### src/rtl/burst_seq_pkg.sv
package burst_seq_pkg;
   typedef enum logic {
      ACC_RD = 1'b0,
      ACC_WR = 1'b1
   } acc_kind_e;
endpackage

### src/rtl/burst_lo_next.sv
module burst_lo_next #(
   parameter int BURST_W = 2
) (
   input  logic [BURST_W-1:0] base_lo,
   input  logic [BURST_W-1:0] beat_nxt,
   input  logic               ilv,
   output logic [BURST_W-1:0] lo_nxt
);
   logic [BURST_W-1:0] lin_lo;
   logic [BURST_W-1:0] ilv_lo;

   // Linear order: modular add, carry beyond the field is dropped.
   assign lin_lo = base_lo + beat_nxt;

   // Interleaved order: per-bit XOR of start value and beat count.
   genvar gi;
   generate
      for (gi = 0; gi < BURST_W; gi++) begin : g_ilv_bit
         assign ilv_lo[gi] = base_lo[gi] ^ beat_nxt[gi];
      end
   endgenerate

   assign lo_nxt = ilv ? ilv_lo : lin_lo;
endmodule

### src/rtl/burst_beat_cnt.sv
module burst_beat_cnt #(
   parameter int BURST_W = 2
) (
   input  logic               clk,
   input  logic               rst_n,
   input  logic               clk_en,
   input  logic               adv_nload,
   output logic [BURST_W-1:0] beat_nxt
);
   logic [BURST_W-1:0] beat_q;

   assign beat_nxt = beat_q + BURST_W'(1);

   always_ff @(posedge clk or negedge rst_n) begin
      if (!rst_n) begin
         beat_q <= '0;
      end else if (clk_en) begin
         if (adv_nload) beat_q <= beat_nxt;
         else           beat_q <= '0;
      end
   end
endmodule

### src/rtl/burst_addr_regs.sv
module burst_addr_regs
   import burst_seq_pkg::*;
#(
   parameter int ADDR_W  = 20,
   parameter int BURST_W = 2
) (
   input  logic               clk,
   input  logic               rst_n,
   input  logic               clk_en,
   input  logic               adv_nload,
   input  logic [ADDR_W-1:0]  ext_addr,
   input  logic               ext_wr,
   input  logic [BURST_W-1:0] lo_nxt,
   output logic [BURST_W-1:0] base_lo,
   output logic [ADDR_W-1:0]  addr_q,
   output acc_kind_e          kind_q
);
   always_ff @(posedge clk or negedge rst_n) begin
      if (!rst_n) begin
         addr_q  <= '0;
         base_lo <= '0;
         kind_q  <= ACC_RD;
      end else if (clk_en) begin
         if (!adv_nload) begin
            addr_q  <= ext_addr;
            base_lo <= ext_addr[BURST_W-1:0];
            kind_q  <= ext_wr ? ACC_WR : ACC_RD;
         end else begin
            addr_q[BURST_W-1:0] <= lo_nxt;
         end
      end
   end
endmodule

### src/rtl/burst_addr_seq.sv
module burst_addr_seq
   import burst_seq_pkg::*;
#(
   parameter int ADDR_W  = 20,
   parameter int BURST_W = 2
) (
   input  logic              clk,
   input  logic              rst_n,
   input  logic              clk_en,
   input  logic              adv_nload,
   input  logic [ADDR_W-1:0] ext_addr,
   input  logic              ext_wr,
   input  logic              ilv_mode,
   output logic [ADDR_W-1:0] cur_addr,
   output logic              cur_wr
);
   localparam int BEATS = 1 << BURST_W;

   generate
      if (BURST_W < 1 || BURST_W >= ADDR_W) begin : g_bad_width
         $error("burst_addr_seq: BURST_W must be 1..ADDR_W-1");
      end
      if (BEATS > 256) begin : g_bad_beats
         $error("burst_addr_seq: burst length too large");
      end
   endgenerate

   logic [BURST_W-1:0] beat_nxt;
   logic [BURST_W-1:0] base_lo;
   logic [BURST_W-1:0] lo_nxt;
   acc_kind_e          kind_q;

   burst_beat_cnt #(.BURST_W(BURST_W)) u_cnt (
      .clk       (clk),
      .rst_n     (rst_n),
      .clk_en    (clk_en),
      .adv_nload (adv_nload),
      .beat_nxt  (beat_nxt)
   );

   burst_lo_next #(.BURST_W(BURST_W)) u_next (
      .base_lo  (base_lo),
      .beat_nxt (beat_nxt),
      .ilv      (ilv_mode),
      .lo_nxt   (lo_nxt)
   );

   burst_addr_regs #(.ADDR_W(ADDR_W), .BURST_W(BURST_W)) u_regs (
      .clk       (clk),
      .rst_n     (rst_n),
      .clk_en    (clk_en),
      .adv_nload (adv_nload),
      .ext_addr  (ext_addr),
      .ext_wr    (ext_wr),
      .lo_nxt    (lo_nxt),
      .base_lo   (base_lo),
      .addr_q    (cur_addr),
      .kind_q    (kind_q)
   );

   assign cur_wr = (kind_q == ACC_WR);
endmodule

### config.mk
export PLATFORM = sky130hd
export DESIGN_NAME = burst_addr_seq
export DESIGN_NICKNAME = d
export VERILOG_FILES = /design/src/rtl/burst_seq_pkg.sv /design/src/rtl/burst_lo_next.sv /design/src/rtl/burst_beat_cnt.sv /design/src/rtl/burst_addr_regs.sv /design/src/rtl/burst_addr_seq.sv
export SDC_FILE = /design/constraint.sdc
export NUM_CORES = 1
export LEC_CHECK = 0
export BUFFER_PORTS_ARGS = -buffer_cell sky130_fd_sc_hd__buf_2
export CORE_MARGIN = 8
export CORE_UTILIZATION = 44
export CTS_BUF_LIST = sky130_fd_sc_hd__clkbuf_4
export DETAILED_ROUTE_END_ITERATION = 12
export PLACE_DENSITY = 0.77
export RECOVER_POWER = 25
export SYNTH_ARGS = -nofsm -noshare
export SYNTH_HDL_FRONTEND = slang
export SYNTH_SLANG_ARGS = --single-unit
### constraint.sdc
create_clock -name clk -period 1.2 [get_ports clk]
set_clock_uncertainty 0.05 [all_clocks]
set_input_delay 0.24 -clock clk [delete_from_list [all_inputs] [get_ports clk]]
set_output_delay 0.24 -clock clk [all_outputs]
set_load 0.005 [all_outputs]
==> results.py <==
metrics = {
    "outcome": {
        "outcome": "complete, but fails checks",
        "failed_checks": "setup timing",
    },
    "yosys": {
        "synth_edf_count": 0,
        "synth-seq-area-share_pct": 55.9,
        "yosysTopAreaCellShare_pct": 55.9,
        "ys.flop_type": "dfrtp_1",
        "ys_top_cells_by_area": "dfrtp_1 56%, mux2_4 26%, buf_8 2.7%",
        "synth_area_sq_um": 1120,
        "synth.net_count": 98,
        "avgSynthCellArea_sq_um": 15.8,
        "yosys.area.top_type": "dfrtp_1",
        "ys_warn_count": 0,
        "synth_cell_types": 21,
        "syn-instance-count": 71,
        "async_flop_share_pct": 100,
        "ys_ff_latch": 25,
    },
    "detailed_routing": {
        "detail_route.wirelength_um": 2300,
        "wl_per_cell_um": 14.7,
        "vias": 746,
        "detail-route-antenna-nets": 0,
        "drtIter0Drc": 30,
        "drc": 0,
        "dr.pass1.iters": 4,
        "via_per_inst": 4.78,
    },
    "final_layout": {
        "area_growth_syn_to_layout_pct": 25.5,
        "final_net_count": 154,
        "diodes": 0,
        "final_util_pct": 57.2,
        "drive_gt1_share_pct": 55.6,
    },
    "worst_setup_path": {
        "crit_end": "u_regs.addr_q[1]$_DFFE_PN0P_",
        "reg2reg_slack_ns": -0.02,
        "r2r-start": "u_regs.base_lo[0]$_DFFE_PN0P_",
        "cp.required_ns": 1.34,
        "critical_path.max_fanout": 2,
        "worstPathArrival_ns": 1.36,
        "start_kind": "flop",
        "startpoint": "u_regs.base_lo[0]$_DFFE_PN0P_",
        "critical_path_class": "flop to flop",
        "worst_setup_path_end_kind": "flop",
        "r2r.worst_path.cells": 5,
        "r2r-end": "u_regs.addr_q[1]$_DFFE_PN0P_",
    },
    "grt": {
        "grt_antenna_before_repair": 0,
        "grt_start_max_net_pins": 26,
        "grt_pass1_vias": 819,
        "grt_usage_pct": 11.0,
        "grt_pass1_wl_um": 3770,
        "gr-total-overflow": 0,
    },
    "clock_network": {
        "cts_max_level": 1,
        "cts-root-buf": "clkbuf_4",
        "cts_sinks": 25,
        "cts_tree": "built",
        "ctsLongestPathBuffers": 2,
        "cts_buffers": 3,
        "clkLatencyLatePin_ns": 0.31,
        "clk_pin_slew_ns": 0.13,
    },
    "power_and_ir_drop": {
        "peakVddDrop_mv": 0.759,
        "p_leak_uw": 0.000703,
        "totalPowerFinal_uw": 1870,
        "power_density_nw_per_um2": 1330,
    },
    "die": {
        "fp.dieW_um": 66.4,
        "initial_core_util_pct": 45.6,
        "num_rows": 18,
        "die_h_um": 66.4,
        "io_pins": 47,
        "core_sq_um": 2450,
        "die-area_sq_um": 4410,
    },
    "place": {
        "gp_congestion": 0.812,
        "post-place-ws_ns": -0.0470,
        "port_buffers": 46,
        "hpwl_um": 1880,
    },
    "sta": {
        "worst_slack_ns": -0.0215,
        "slew_viol_final": 0,
        "rsz0062_at_grt": "true",
        "tightest_slew_ns": 0.545,
        "fmax_mhz": 819,
        "max-slew-margin-rel_pct": 63.7,
        "fin_crit_sh_pct": 102,
        "fin_hold_ws_ns": 0.0896,
        "hold_viol": 0,
        "fin_crit_ns": 1.22,
        "setup_viol": 1,
    },
    "hold_path": {
        "hp-class": "input port to flop",
    },
    "flow_run": {
        "maxCapViolCount": 0,
    },
}
==> power by group <==
part           internal [uW]  total [uW]  switching, uW
Sequential               970        1040           74.2
Clock                    152         378            226
Combinational            266         445            179
==> state kept, by name, summed over array words and instances, names as in the netlist <==
signal	count
u_cnt.beat_q	2
u_regs.base_lo	2
u_regs.kind_q	1
u_regs.addr_q	20
==> worst min path at each step <==
stage	start	end	slack, ns	depth (start not counted)
2_1_floorplan	rst_n	u_cnt.beat_q[0]$_DFFE_PN0P_	-0.11	0
3_3_place_gp	rst_n	u_regs.addr_q[13]$_DFFE_PN0P_	0.20	1
3_5_place_dp	rst_n	u_regs.addr_q[18]$_DFFE_PN0P_	0.21	1
4_1_cts	ext_addr[19]	u_regs.addr_q[19]$_DFFE_PN0P_	0.1	2
5_1_grt	ext_addr[3]	u_regs.addr_q[3]$_DFFE_PN0P_	0.06	2
6_report	ext_addr[3]	u_regs.addr_q[3]$_DFFE_PN0P_	0.09	2
==> metal layers <==
layer  up-vias  routed length (um)  GRT usage, %
met5         -                   0             0
met4         0                   0          3.20
met3         0                 214          4.07
met2        32                1100          17.2
met1       359                 990          13.7
li1        355                   -             -
==> final cells by class <==
type	count	area [sq um]
fill	228	1050
sequential	25	626
multi-input combinational	41	415
timing repair buffer	54	288
tap	30	37.5
clock buffer	4	30.0
inverter	2	7.51
==> cell families after synthesis <==
group / after synthesis / synth area share, %
flops: 25 / 55.9
mux: 22 / 28.4
simple gates: 11 / 6.38
compound gates: 5 / 2.24
buf+inv: 5 / 4.36
xor+xnor: 2 / 1.57
fa+ha+maj: 1 / 1.12
==> worst max-delay path, stage by stage (launching register included) <==
cell and delay (ns):
dfrtp_1 0.44, ha_4 0.17, nor2b_4 0.12, xnor2_2 0.13, nor3_1 0.05, nand3b_1 0.15
==> repair_timing <==
action / in CTS / in global routing
setup endpoints to repair: 1 / 2
buffers inserted: 0 / 1
hold buffers: 1 / 0
hold endpoints to repair: 25 / 0
pin swaps: 1 / 0
resized for setup: 0 / 0
==> per-stage QoR <==
| stage | instance area, sq um | instances | setup TNS, ns |
|---|---|---|---|
| 3_3_place_gp | 1440 | 150 | -0.0141 |
| 3_5_place_dp | 1440 | 150 | -0.192 |
| 6_report | 1400 | 156 | -0.0215 |
| 5_1_grt | 1400 | 156 | -0.0934 |
| 4_1_cts | 1480 | 155 | -0.0382 |
| 2_1_floorplan | 1150 | 71 | -0.0115 |
==> cell usage in the layout, fill, tap and decap left out, types with 2 or more instances in the layout <==
cell      Yosys  final
clkbuf_4      0      4
o21ai_0       3      3
buf_4         0      5
mux2_1        0     13
mux2_2        2      2
nand3b_1      2      2
nand2_1       2      2
mux2_4       19      6
clkbuf_2      0      2
dfrtp_1      25     25
a21oi_1       2      2
buf_2         0     46
==> cell usage after synthesis (2+ instances only) <==
library cell	number
nand3b_1	2
dfrtp_1	25
mux2_2	2
a21oi_1	2
nand2_1	2
buf_8	2
mux2_4	19
inv_1	2
o21ai_0	3
(Power assumes the default switching activity.)
